--- src/rtl/wstep_pkg.sv ---
package wstep_pkg;

   typedef enum logic [2:0] {
      ST_IDLE  = 3'd0,
      ST_RD_LO = 3'd1,
      ST_RD_HI = 3'd2,
      ST_WR_LO = 3'd3,
      ST_WR_HI = 3'd4,
      ST_DONE  = 3'd5
   } wstep_state_e;

   localparam logic [1:0] SPC_PLAIN = 2'd0;
   localparam logic [1:0] SPC_X     = 2'd1;
   localparam logic [1:0] SPC_Y     = 2'd2;

   // flag byte bit positions
   localparam int unsigned FB_C = 0;
   localparam int unsigned FB_N = 1;
   localparam int unsigned FB_V = 2;
   localparam int unsigned FB_X = 3;
   localparam int unsigned FB_H = 4;
   localparam int unsigned FB_Z = 6;
   localparam int unsigned FB_S = 7;

endpackage

--- src/rtl/wstep_space_map.sv ---
module wstep_space_map
   import wstep_pkg::*;
#(
   parameter int unsigned CODE_W     = 3,
   parameter int unsigned REG_X_CODE = 4,
   parameter int unsigned REG_Y_CODE = 5,
   parameter int unsigned IDX_X_CODE = 0,
   parameter int unsigned IDX_Y_CODE = 1
) (
   input  logic              code_kind,
   input  logic [CODE_W-1:0] code,
   output logic [1:0]        space
);
   localparam int unsigned REG_W = 3;
   localparam int unsigned IDX_W = 2;

   if (CODE_W < REG_W) begin : g_bad_code_w
      $error("wstep_space_map: CODE_W must be at least 3");
   end

   logic [REG_W-1:0] reg_code;
   logic [IDX_W-1:0] idx_code;

   assign reg_code = code[REG_W-1:0];
   assign idx_code = code[IDX_W-1:0];

   always_comb begin
      space = SPC_PLAIN;
      if (code_kind) begin
         if (idx_code == IDX_W'(IDX_X_CODE))      space = SPC_X;
         else if (idx_code == IDX_W'(IDX_Y_CODE)) space = SPC_Y;
      end else begin
         if (reg_code == REG_W'(REG_X_CODE))      space = SPC_X;
         else if (reg_code == REG_W'(REG_Y_CODE)) space = SPC_Y;
      end
   end

   // the mapped space is never the unused code 3
   always_comb begin
      a_r2_space_legal: assert (space != 2'd3)
         else $error("space map produced an unused code");
   end

endmodule

--- src/rtl/wstep_step_alu.sv ---
module wstep_step_alu
   import wstep_pkg::*;
#(
   parameter int unsigned BYTE_W       = 8,
   parameter int unsigned WORD_W       = 16,
   parameter int unsigned FLAG_W       = 8,
   parameter bit          SHARED_ADDER = 1'b1
) (
   input  logic              dec,
   input  logic [WORD_W-1:0] operand,
   input  logic [FLAG_W-1:0] flags_in,
   output logic [WORD_W-1:0] result,
   output logic [FLAG_W-1:0] flags_out
);
   localparam logic [WORD_W-1:0] ONE  = WORD_W'(1);
   localparam logic [WORD_W-1:0] ONES = '1;

   if (WORD_W != 2 * BYTE_W) begin : g_bad_word_w
      $error("wstep_step_alu: WORD_W must be twice BYTE_W");
   end
   if (FLAG_W != 8) begin : g_bad_flag_w
      $error("wstep_step_alu: FLAG_W must be 8");
   end

   if (SHARED_ADDER) begin : g_shared
      // one adder; decrement adds all-ones
      assign result = operand + (dec ? ONES : ONE);
   end else begin : g_split
      logic [WORD_W-1:0] up_v;
      logic [WORD_W-1:0] dn_v;
      assign up_v   = operand + ONE;
      assign dn_v   = operand - ONE;
      assign result = dec ? dn_v : up_v;
   end

   logic op_edge;
   logic res_edge;
   assign op_edge  = dec ? (operand == '0) : (operand == ONES);
   assign res_edge = dec ? (result == ONES) : (result == '0);

   always_comb begin
      flags_out       = flags_in;
      flags_out[FB_N] = 1'b0;
      flags_out[FB_S] = result[WORD_W-1];
      flags_out[FB_Z] = (result == '0);
      flags_out[FB_X] = res_edge;
      if (op_edge) flags_out[FB_V] = 1'b1;
   end

endmodule

--- src/rtl/word_step_seq.sv ---
module word_step_seq
   import wstep_pkg::*;
#(
   parameter int unsigned AW           = 16,
   parameter int unsigned BYTE_W       = 8,
   parameter int unsigned WORD_W       = 16,
   parameter int unsigned FLAG_W       = 8,
   parameter int unsigned CODE_W       = 3,
   parameter bit          SHARED_ADDER = 1'b1
) (
   input  logic              clk,
   input  logic              rst_n,
   input  logic              start,
   input  logic              dec,
   input  logic              code_kind,
   input  logic [CODE_W-1:0] sel_code,
   input  logic [AW-1:0]     addr,
   input  logic [FLAG_W-1:0] flags_in,
   output logic              mem_req,
   output logic              mem_we,
   output logic [1:0]        mem_space,
   output logic [AW-1:0]     mem_addr,
   output logic [BYTE_W-1:0] mem_wdata,
   input  logic [BYTE_W-1:0] mem_rdata,
   output logic [WORD_W-1:0] word_out,
   output logic [FLAG_W-1:0] flags_out,
   output logic              done
);
   localparam logic [AW-1:0] ADDR_STEP = AW'(1);

   if (AW < 2) begin : g_bad_aw
      $error("word_step_seq: AW must be at least 2");
   end

   wstep_state_e      state;
   logic [AW-1:0]     base_q;
   logic [1:0]        space_q;
   logic              dec_q;
   logic [FLAG_W-1:0] flg_q;
   logic [BYTE_W-1:0] lo_q;
   logic [WORD_W-1:0] res_q;
   logic [FLAG_W-1:0] fout_q;

   logic [1:0]        space_d;
   logic [WORD_W-1:0] alu_res;
   logic [FLAG_W-1:0] alu_flags;
   logic [AW-1:0]     addr_hi;
   logic              hi_phase;

   wstep_space_map #(
      .CODE_W (CODE_W)
   ) u_space (
      .code_kind (code_kind),
      .code      (sel_code),
      .space     (space_d)
   );

   // operand is formed from the high byte arriving now and the latched low byte
   wstep_step_alu #(
      .BYTE_W       (BYTE_W),
      .WORD_W       (WORD_W),
      .FLAG_W       (FLAG_W),
      .SHARED_ADDER (SHARED_ADDER)
   ) u_alu (
      .dec       (dec_q),
      .operand   ({mem_rdata, lo_q}),
      .flags_in  (flg_q),
      .result    (alu_res),
      .flags_out (alu_flags)
   );

   always_ff @(posedge clk or negedge rst_n) begin
      if (!rst_n) begin
         state   <= ST_IDLE;
         base_q  <= '0;
         space_q <= SPC_PLAIN;
         dec_q   <= 1'b0;
         flg_q   <= '0;
         lo_q    <= '0;
         res_q   <= '0;
         fout_q  <= '0;
      end else begin
         case (state)
            ST_IDLE: begin
               if (start) begin
                  state   <= ST_RD_LO;
                  base_q  <= addr;
                  space_q <= space_d;
                  dec_q   <= dec;
                  flg_q   <= flags_in;
               end
            end
            ST_RD_LO: state <= ST_RD_HI;
            ST_RD_HI: begin
               lo_q  <= mem_rdata;
               state <= ST_WR_LO;
            end
            ST_WR_LO: begin
               res_q  <= alu_res;
               fout_q <= alu_flags;
               state  <= ST_WR_HI;
            end
            ST_WR_HI: state <= ST_DONE;
            ST_DONE:  state <= ST_IDLE;
            default:  state <= ST_IDLE;
         endcase
      end
   end

   assign addr_hi  = base_q + ADDR_STEP;
   assign hi_phase = (state == ST_RD_HI) || (state == ST_WR_HI);

   always_comb begin
      mem_req   = (state == ST_RD_LO) || (state == ST_RD_HI) ||
                  (state == ST_WR_LO) || (state == ST_WR_HI);
      mem_we    = (state == ST_WR_LO) || (state == ST_WR_HI);
      mem_addr  = hi_phase ? addr_hi : base_q;
      mem_wdata = (state == ST_WR_HI) ? res_q[WORD_W-1:BYTE_W] : alu_res[BYTE_W-1:0];
   end

   assign mem_space = space_q;
   assign word_out  = res_q;
   assign flags_out = fout_q;
   assign done      = (state == ST_DONE);

   // second read of a pair targets the next byte
   a_r1_read_pair_addr: assert property (@(posedge clk) disable iff (!rst_n)
      (mem_req && !mem_we && $past(mem_req && !mem_we)) |-> (mem_addr == $past(mem_addr) + ADDR_STEP));

   // second write of a pair targets the next byte
   a_r1_write_pair_addr: assert property (@(posedge clk) disable iff (!rst_n)
      (mem_we && $past(mem_we)) |-> (mem_addr == $past(mem_addr) + ADDR_STEP));

   // writes only ever happen as requests
   a_r8_we_has_req: assert property (@(posedge clk) disable iff (!rst_n)
      mem_we |-> mem_req);

   // completion is a single-cycle pulse
   a_r8_done_pulse: assert property (@(posedge clk) disable iff (!rst_n)
      done |=> !done);

   // space held steady through the access burst
   a_r2_space_steady: assert property (@(posedge clk) disable iff (!rst_n)
      (mem_req && $past(mem_req)) |-> $stable(mem_space));

   // a start while busy leaves the captured operation untouched
   a_r9_busy_start: assert property (@(posedge clk) disable iff (!rst_n)
      (start && state != ST_IDLE) |=> ($stable(base_q) && $stable(dec_q) && $stable(flg_q)));

   // zero flag agrees with the delivered word
   a_r6_zero_flag: assert property (@(posedge clk) disable iff (!rst_n)
      done |-> (flags_out[FB_Z] == (word_out == '0)));

   // increment carry-out flag agrees with the delivered word
   a_r4_inc_wrap: assert property (@(posedge clk) disable iff (!rst_n)
      (done && !dec_q) |-> (flags_out[FB_X] == (word_out == '0)));

   // untouched flags survive the operation
   a_r7_hc_kept: assert property (@(posedge clk) disable iff (!rst_n)
      done |-> (flags_out[FB_H] == flg_q[FB_H] && flags_out[FB_C] == flg_q[FB_C]));

endmodule

--- config.mk ---
export PLATFORM = sky130hd
export DESIGN_NAME = word_step_seq
export DESIGN_NICKNAME = d
export VERILOG_FILES = /design/src/rtl/wstep_pkg.sv /design/src/rtl/wstep_space_map.sv /design/src/rtl/wstep_step_alu.sv /design/src/rtl/word_step_seq.sv
export SDC_FILE = /design/constraint.sdc
export NUM_CORES = 1
export LEC_CHECK = 0
export ABC_AREA = 1
export BUFFER_PORTS_ARGS = -buffer_cell sky130_fd_sc_hd__buf_2
export CAP_MARGIN = 15
export CELL_PAD_IN_SITES_DETAIL_PLACEMENT = 1
export CELL_PAD_IN_SITES_GLOBAL_PLACEMENT = 1
export CORE_ASPECT_RATIO = 1.75
export CORE_MARGIN = 1.5
export CORE_UTILIZATION = 41
export DETAILED_ROUTE_END_ITERATION = 6
export GPL_TIMING_DRIVEN = 1
export PLACE_DENSITY_LB_ADDON = 0.15
export SYNTH_ARGS = -nofsm -noshare
export SYNTH_HDL_FRONTEND = slang
export SYNTH_SLANG_ARGS = --single-unit
export TNS_END_PERCENT = 20
--- constraint.sdc ---
create_clock -name clk -period 3.4 [get_ports clk]
set_input_delay 0.17 -clock clk [delete_from_list [all_inputs] [get_ports clk]]
set_output_delay 0.17 -clock clk [all_outputs]
set_load 0.005 [all_outputs]
==> results of run 1 <==
==> cell families after synthesis <==
kind of cell | Yosys count | synth area share
AOI/OAI and AO/OA | 56 | 0.0793
xor gates and xnor gates | 15 | 0.0347
adders and majority gates | 18 | 0.0614
buffers and inverters | 91 | 0.0938
DFF | 56 | 0.370
other | 1 | 0.000990
and+or+nand+nor | 316 | 0.360
==> area by class of cell <==
| class | instances | area, sq um | share of cell area |
|---|---|---|---|
| Clock inverter | 2 | 12.5 | 0.00279 |
| Sequential cell | 56 | 1400 | 0.313 |
| Timing Repair Buffer | 90 | 460 | 0.103 |
| Clock buffer | 5 | 125 | 0.0279 |
| Multi-Input combinational cell | 406 | 2030 | 0.454 |
| Inverter | 79 | 297 | 0.0662 |
| Tap cell | 120 | 150 | 0.0335 |
==> cells in the final DEF, fill, tap and decap left out, drive strengths merged, types with 2 or more instances in the layout <==
master	n
dfrtp	56
nand2	201
nor2	51
a31oi	6
clkbuf	5
nor4	4
and2	2
o21ai	34
nand4	11
a21oi	11
ha	17
buf	89
inv	79
nand3	37
xor2	8
nor3	7
nand3b	2
xnor2	7
==> how the worst max path moves through the flow <==
| stage | startpoint | end | cells past startpoint |
|---|---|---|---|
| after floorplan | dec_q | flags_out[3] | 13 |
| after global placement | dec_q | flags_out[6] | 12 |
| after detailed placement | dec_q | flags_out[6] | 12 |
| after CTS | dec_q | flags_out[6] | 12 |
| after global routing | dec_q | flags_out[6] | 12 |
| final | dec_q | flags_out[6] | 12 |
==> metrics by stage <==
stage,hold WS (ps),std cells,worst slack [ps],total power [uW]
6_report,60.6,758,668,4730
5_1_grt,74.6,758,430,5210
4_1_cts,60.3,758,680,4780
3_5_place_dp,295,750,696,4230
3_3_place_gp,294,750,814,4100
2_1_floorplan,-126,553,1300,3120
==> layer usage <==
layer | vias up | wire [um] | global-route usage
li1 | 1905 | - | -
met4 | 0 | 492 | 0.126
met2 | 76 | 7070 | 0.522
met1 | 1928 | 4360 | 0.262
met3 | 25 | 351 | 0.0332
met5 | - | 0 | 0
==> power groups by stage <==
stage                     logic (uW)  registers (uW)  clock network, uW
after CTS                       2930            1310                529
after floorplan                 1880            1240                  0
after global routing            3290            1360                551
after global placement          2790            1310                  0
after detailed placement        2900            1320                  0
final                           2900            1310                520
==> tightest hold or removal path: stages <==
cell and delay (ps):
buf_2 70, nand2_1 40, nand2_1 40
==> sequential cells by signal (all words and copies together), names as in the netlist <==
name	cells
flg_q	4
mem_space	2
state	3
lo_q	8
flags_out	6
base_q	16
dec_q	1
word_out	16
==> results.yml, run 1 <==
floorplan:
  num_io_pins: 93
  rows: 46
  chipHeight_um: 130
  die_area_sq_um: 9850
  coreArea_sq_um: 9040
  dieWidth_um: 75.7
  initial_core_util: 0.419
yosys:
  yosysTopAreaCell: "dfrtp_1"
  synthTopCellsByCount: "nand2_1 (201), inv_1 (76), dfrtp_1 (56), nor2_1 (45), nand3_1 (35)"
  ys_types: 34
  yosys.area.top_type_share: 0.370
  yosysSeqAreaShare: 0.370
  synth_area_sq_um: 3790
  syn_avg_cell_area_sq_um: 6.85
  synth_nets: 611
  ys.flop_type: "dfrtp_1"
  synth-edff-count: 0
  ys_ff_latch: 56
  post-synth-top-count-cell: "nand2_1"
  async_flop_share: 1.00
  yosys_warnings: 0
  syn_inst: 553
  synth.area.top_cells: "dfrtp_1 (37%), nand2_1 (20%), inv_1 (7.5%), ha_1 (5.6%), nand3_1 (4.6%)"
setup_path:
  rr_endpoint: "flags_out[6]"
  setup.worst_path.end_class: "flop"
  slowest_stage: "dfrtp_1"
  critical_path_class: "reg -> reg"
  critPathMaxStageDelay_ps: 810
  reg2reg_slack_ps: 670
  crit_top_cell: "nand2_1"
  cp_num_buf_inv: 2
  crit_family: "flip-flops"
  worstPathRequired_ps: 3640
  rr_startpoint: "dec_q"
  arrival_ps: 2970
  cp_max_fo: 19
  startpoint_type: "flop"
  reg2regPathDepth: 12
  crit_chain: "ha_1 -> nand2_1 -> inv_1 -> a21oi_1 -> inv_1 -> a21oi_1 -> nand2_1 -> nand2_1 -> nand2_1 -> nor2_1 -> nand3_1 -> nand2_1"
clock_network:
  clk_latency_ps: 300
  cts_tree: "done"
  clk_pin_slew_ps: 80
  postCtsSetupBuffers: 0
  cts-buffers-inserted: 5
  clock_sinks: 56
  htree_levels: 2
  cts-root-buf: "clkbuf_16"
  cts-resized-gates: 0
  cts-hold-fix-buffers: 1
  clock_path_buffers: 2
placement:
  gp_congestion: 0.916
  dp_hpwl_mm: 10.0
  port_buffers: 87
  placed_cell_area_sq_um: 4330
sta:
  rsz0062_at_grt: "false"
  finalSetupTns_ps: 0
  fin_crit_ps: 2730
  slew_violations: 0
  setup_violations: 0
  fmax_ghz: 0.366
  fin_worst_skew_ps: 5.63
  worstMarginPinSlew_ps: 827
  slew_headroom: 0.448
  finalCritPeriodShare: 0.803
  finalHoldViolCount: 0
routing:
  wl_mm: 12.3
  route.antenna.remaining_nets: 0
  drt-vias-per-instance: 5.19
  firstDrtPassIters: 4
  first_iter_violations: 134
  post_drt_wl_per_cell_um: 16.2
  via_count: 3934
  drc: 0
global_route:
  antenna_found_initial: 0
  grt_pass1_vias: 4246
  grt_pass1_wl_mm: 19.8
  track_usage: 0.267
  gr-total-overflow: 0
  grt_start_max_net_pins: 34
finish:
  num-fill-cells: 1254
  diodes: 0
  nets: 696
  area_growth_syn_to_layout_pct: 18.2
  utilization: 0.495
  final_design_area_no_fill_sq_um: 4480
  drive_gt1_frac: 0.171
power_and_ir_drop:
  p_int_uw: 2290
  max-vdd-ir-drop_uv: 439
  switchingPower_uw: 2440
  p_clk_frac: 0.110
  powerDensity_nw_per_um2: 1060
  power_frac_seq: 0.277
  swShare: 0.516
  leakage_uw: 0.00252
  p_comb_frac: 0.613
worst_hold_path:
  holdPathStages: 3
  min_path_type: "in -> reg"
  hp-start: "addr[1]"
  min_to: "base_q[1]"
run:
  cap_violations: 0
run_status:
  status: "complete, no violations"
No activity file was read; power rests on OpenSTA's default activity.
==> run 2, diff against run 1 <==
--- a/config.mk
+++ b/config.mk
@@ -12,7 +12,7 @@
 export CELL_PAD_IN_SITES_GLOBAL_PLACEMENT = 1
 export CORE_ASPECT_RATIO = 1.75
 export CORE_MARGIN = 1.5
-export CORE_UTILIZATION = 41
+export CORE_UTILIZATION = 38
 export DETAILED_ROUTE_END_ITERATION = 6
 export GPL_TIMING_DRIVEN = 1
 export PLACE_DENSITY_LB_ADDON = 0.15
==> constraint.sdc (replaced) <==
create_clock -name clk -period 2.7 [get_ports clk]
set_input_delay 0.135 -clock clk [delete_from_list [all_inputs] [get_ports clk]]
set_output_delay 0.135 -clock clk [all_outputs]
set_load 0.005 [all_outputs]
==> results.yml, run 2 (same netlist as run 1, synthesis figures left out) <==
sta:
  finalSetupTns_ps: 0
  slew_headroom: 0.452
  fin_worst_skew_ps: 8.99
  fmax_ghz: 0.398
  rsz0062_at_grt: "false"
  worstMarginPinSlew_ps: 821
  fin_crit_ps: 2510
  finalHoldViolCount: 0
  setup_violations: 0
  finalCritPeriodShare: 0.931
  slew_violations: 0
routing:
  route.antenna.remaining_nets: 0
  via_count: 3937
  drc: 0
  wl_mm: 12.7
  first_iter_violations: 106
  firstDrtPassIters: 4
  drt-vias-per-instance: 5.11
  post_drt_wl_per_cell_um: 16.5
global_route:
  track_usage: 0.250
  grt_pass1_vias: 4061
  antenna_found_initial: 0
  gr-total-overflow: 0
  grt_pass1_wl_mm: 20.2
  grt_start_max_net_pins: 31
clock_network:
  cts-buffers-inserted: 5
  clk_pin_slew_ps: 80
  htree_levels: 2
  clock_path_buffers: 2
  cts_tree: "done"
  clk_latency_ps: 300
  clock_sinks: 56
  cts-root-buf: "clkbuf_16"
setup_path:
  startpoint_type: "flop"
  reg2regPathDepth: 12
  arrival_ps: 2740
  rr_startpoint: "dec_q"
  critPathMaxStageDelay_ps: 520
  slowest_stage: "dfrtp_4"
  crit_top_cell: "nand2_1"
  cp-startpoint: "dec_q"
  worstPathRequired_ps: 2930
  crit_chain: "buf_4 -> ha_1 -> nand2_1 -> nor2_1 -> nand3_1 -> nand3_1 -> nand2_1 -> nand2_1 -> nand2_1 -> nor2_1 -> nand4_1 -> nand2_1"
  setup.worst_path.end_class: "flop"
  cp_max_fo: 7
  critical_path_class: "reg -> reg"
finish:
  num-fill-cells: 1353
  nets: 704
  regArea_sq_um: 1410
  drive_gt1_frac: 0.183
  diodes: 0
  fin_cells: 771
  area_growth_syn_to_layout_pct: 20.3
  final_design_area_no_fill_sq_um: 4560
  multi_input_area_sq_um: 2030
  final_cell_mix: "nand2_1 (201), buf_2 (87), inv_1 (76)"
  final_common_cell: "nand2_1"
floorplan:
  dieWidth_um: 78.5
  die_area_sq_um: 10600
  rows: 48
  initial_core_util: 0.387
  chipHeight_um: 135
  coreArea_sq_um: 9790
  num_io_pins: 93
placement:
  dp_hpwl_mm: 10.5
  placed_cell_area_sq_um: 4370
  placedCellCount: 760
  gp_congestion: 0.893
  port_buffers: 87
run_status:
  status: "complete, no violations"
run:
  cap_violations: 0
worst_hold_path:
  min_path_type: "in -> reg"
  hp-start: "flags_in[0]"
  holdPathStages: 3
power_and_ir_drop:
  powerDensity_nw_per_um2: 1340
  leakage_uw: 0.00257
  power_uw: 6120
  max-vdd-ir-drop_uv: 612
run 2: changes by cell type in the layout (fill, tap and decap cells not counted), sizes merged:
cell      delta
buf          +8
clkbuf       +1
clkinvlp     -1
run 2: worst paths after layout:
kind	to	slack, ps
setup / recovery	flags_out[3]	190
hold / removal	flg_q[0]	30
setup reg to reg	flags_out[3]	190
hold reg to reg	flags_out[0]	480
max in group asynchronous	word_out[4]	1840
min in group asynchronous	base_q[13]	230
run 2: worst max-delay path: cells and delay by family (launching register included):
kind	cells	cell delay [ps]
adders and majority gates	1	400
buffers and inverters	1	180
DFF	1	520
and+or+nand+nor	10	1320
run 2: power breakdown:
part	total [uW]	switching (uW)	internal [uW]
Clock	680	313	367
Sequential	1630	390	1240
Combinational	3810	2440	1370
run 2: cell type report:
class | count | share of cell area
Tap cell | 125 | 0.0343
Multi-Input combinational cell | 406 | 0.446
Clock buffer | 6 | 0.0305
Clock inverter | 1 | 0.00192
Timing Repair Buffer | 98 | 0.114
Sequential cell | 56 | 0.308
Inverter | 79 | 0.0651
run 2: per-layer routing:
metal,wire [um],up-vias,part of all wire,GRT usage
li1,-,1922,-,-
met2,7120,88,0.56,0.495
met5,0,-,0,0
met4,690,0,0.054,0.134
met3,345,32,0.027,0.0284
met1,4540,1895,0.36,0.247
run 2: through the flow:
step	utilization	hold slack, ps	setup slack [ps]
after CTS	0.463	23.5	110
after floorplan	-	-161	601
after detailed placement	0.447	10.6	153
after global placement	0.447	13.7	225
after global routing	0.465	27.4	56.6
final	0.465	27.3	187
run 2: what timing repair did:
item / in CTS / in global routing
hold buffers: 1 / 0
hold endpoints to repair: 9 / 0
gates resized for setup: 1 / 1
setup buffers: 0 / 3
setup endpoints to repair: 1 / 1
==> run 3, diff against run 2 <==
--- a/config.mk
+++ b/config.mk
@@ -16,6 +16,7 @@
 export DETAILED_ROUTE_END_ITERATION = 6
 export GPL_TIMING_DRIVEN = 1
 export PLACE_DENSITY_LB_ADDON = 0.15
+export SETUP_SLACK_MARGIN = 0.5
 export SYNTH_ARGS = -nofsm -noshare
 export SYNTH_HDL_FRONTEND = slang
 export SYNTH_SLANG_ARGS = --single-unit
==> results.yml, run 3 (same netlist as run 1, synthesis figures left out) <==
floorplan:
  num_io_pins: 93
  chipHeight_um: 135
  die_area_sq_um: 10600
  rows: 48
  dieWidth_um: 78.5
  initial_core_util: 0.387
  coreArea_sq_um: 9790
clock_network:
  cts_tree: "done"
  clk_pin_slew_ps: 80
  cts-buffers-inserted: 5
  htree_levels: 2
  clock_path_buffers: 2
  cts-root-buf: "clkbuf_16"
  clk_latency_ps: 300
  clock_sinks: 56
setup_path:
  crit_chain: "buf_8 -> ha_4 -> a21oi_1 -> nand2_1 -> nand2_1 -> nand2_1 -> o21ai_0 -> buf_2"
  critPathMaxStageDelay_ps: 520
  arrival_ps: 2150
  crit_top_cell: "nand2_1"
  worstPathRequired_ps: 2570
  critical_path_class: "reg -> out"
  slowest_stage: "dfrtp_4"
  cp_num_buf_inv: 2
  setup.worst_path.end_class: "primary output"
  reg2reg_slack_ps: 460
  crit_cells: 8
  startpoint_type: "flop"
  cp_max_fo: 6
  reg2regPathDepth: 14
  crit_family: "flip-flops"
sta:
  finalHoldViolCount: 0
  fin_crit_ps: 2290
  rsz0062_at_grt: "true"
  fin_worst_skew_ps: 9.88
  slew_headroom: 0.445
  fmax_ghz: 0.437
  worstMarginPinSlew_ps: 831
  setup_violations: 0
  finalSetupTns_ps: 0
  slew_violations: 0
  finalCritPeriodShare: 0.848
global_route:
  track_usage: 0.267
  gr-total-overflow: 0
  antenna_found_initial: 0
  grt_start_max_net_pins: 31
  grt_pass1_vias: 4254
  grt_pass1_wl_mm: 21.5
placement:
  placed_cell_area_sq_um: 4370
  gp_congestion: 0.893
  port_buffers: 87
  dp_hpwl_mm: 10.5
finish:
  final_common_cell: "nand2_1"
  area_growth_syn_to_layout_pct: 32.6
  drive_gt1_frac: 0.282
  final_cell_mix: "nand2_1 (187), buf_2 (87), inv_1 (75)"
  nets: 718
  num-fill-cells: 1305
  final_design_area_no_fill_sq_um: 5020
  diodes: 0
routing:
  first_iter_violations: 121
  via_count: 4069
  route.antenna.remaining_nets: 0
  wl_mm: 13.7
  drc: 0
  post_drt_wl_per_cell_um: 17.5
  firstDrtPassIters: 4
  drt-vias-per-instance: 5.18
run_status:
  status: "complete, no violations"
worst_hold_path:
  holdPathStages: 3
  min_path_type: "in -> reg"
run:
  cap_violations: 0
power_and_ir_drop:
  max-vdd-ir-drop_uv: 603
  powerDensity_nw_per_um2: 1400
  leakage_uw: 0.00266
==> run 3: cell count changes in the layout (fill, tap and decap cells not counted), sizes merged <==
cell | before | now
buf | 97 | 111
==> run 3: area by class of cell <==
cell class | instances | area [sq um] | area share
timing repair buffer | 112 | 649 | 0.129
inverter | 79 | 299 | 0.0595
multi-input combinational | 406 | 2360 | 0.470
clock buffer | 6 | 139 | 0.0277
tap | 125 | 156 | 0.0311
clock inverter | 1 | 8.76 | 0.00174
sequential | 56 | 1410 | 0.280
==> run 3: worst reg2reg max path: stages, from the launching register on <==
cell and delay (ps):
dfrtp_4 520, buf_6 150, fa_2 420, nand2_2 120, nand3_2 90, nand3_2 90, nand2_2 60, nand2_2 70
nand2_2 60, buf_4 130, nor2_1 90, nand3_1 80, nor2_2 120, nand4_1 90, nand2_1 80
==> run 3: what timing repair did <==
action	4_1_cts	5_1_grt
gates resized for setup	57	20
hold endpoints to repair	9	0
pin swaps	7	12
buffers inserted	5	12
endpoints found under the setup margin	25	17
hold buffers	1	0
==> run 3: report_power, final <==
group / switching (uW) / internal (uW) / total [uW]
Clock: 316 / 367 / 683
Sequential: 428 / 1240 / 1670
Combinational: 2810 / 1880 / 4690
Total: 3550 / 3490 / 7040
==> run 3: per-layer routing <==
metal | vias to the layer above | part of all wire | routed length [um] | global-route usage
li1 | 1948 | - | - | -
met3 | 43 | 0.031 | 425 | 0.0318
met1 | 1964 | 0.35 | 4730 | 0.254
met5 | - | 0 | 0 | 0
met4 | 0 | 0.069 | 942 | 0.181
met2 | 114 | 0.55 | 7600 | 0.516
==> run 3: worst paths after layout <==
kind | start | end
max in group asynchronous | rst_n | word_out[12]
worst min-delay path | addr[14] | base_q[14]
worst max register to register | dec_q | flags_out[3]
worst min register to register | flags_out[0] | flags_out[0]
min in group asynchronous | rst_n | base_q[13]
worst max-delay path | dec_q | mem_wdata[3]
==> run 3: per-stage QoR <==
stage | worst slack (ps) | power, uW | util | instances | hold slack [ps]
after floorplan | 601 | 3930 | - | 553 | -161
after global placement | 225 | 5280 | 0.447 | 760 | 13.7
after detailed placement | 153 | 5410 | 0.447 | 760 | 10.6
after CTS | 439 | 6720 | 0.497 | 773 | 23.5
after global routing | 358 | 7620 | 0.513 | 785 | 27.5
final | 411 | 7040 | 0.513 | 785 | 25.3
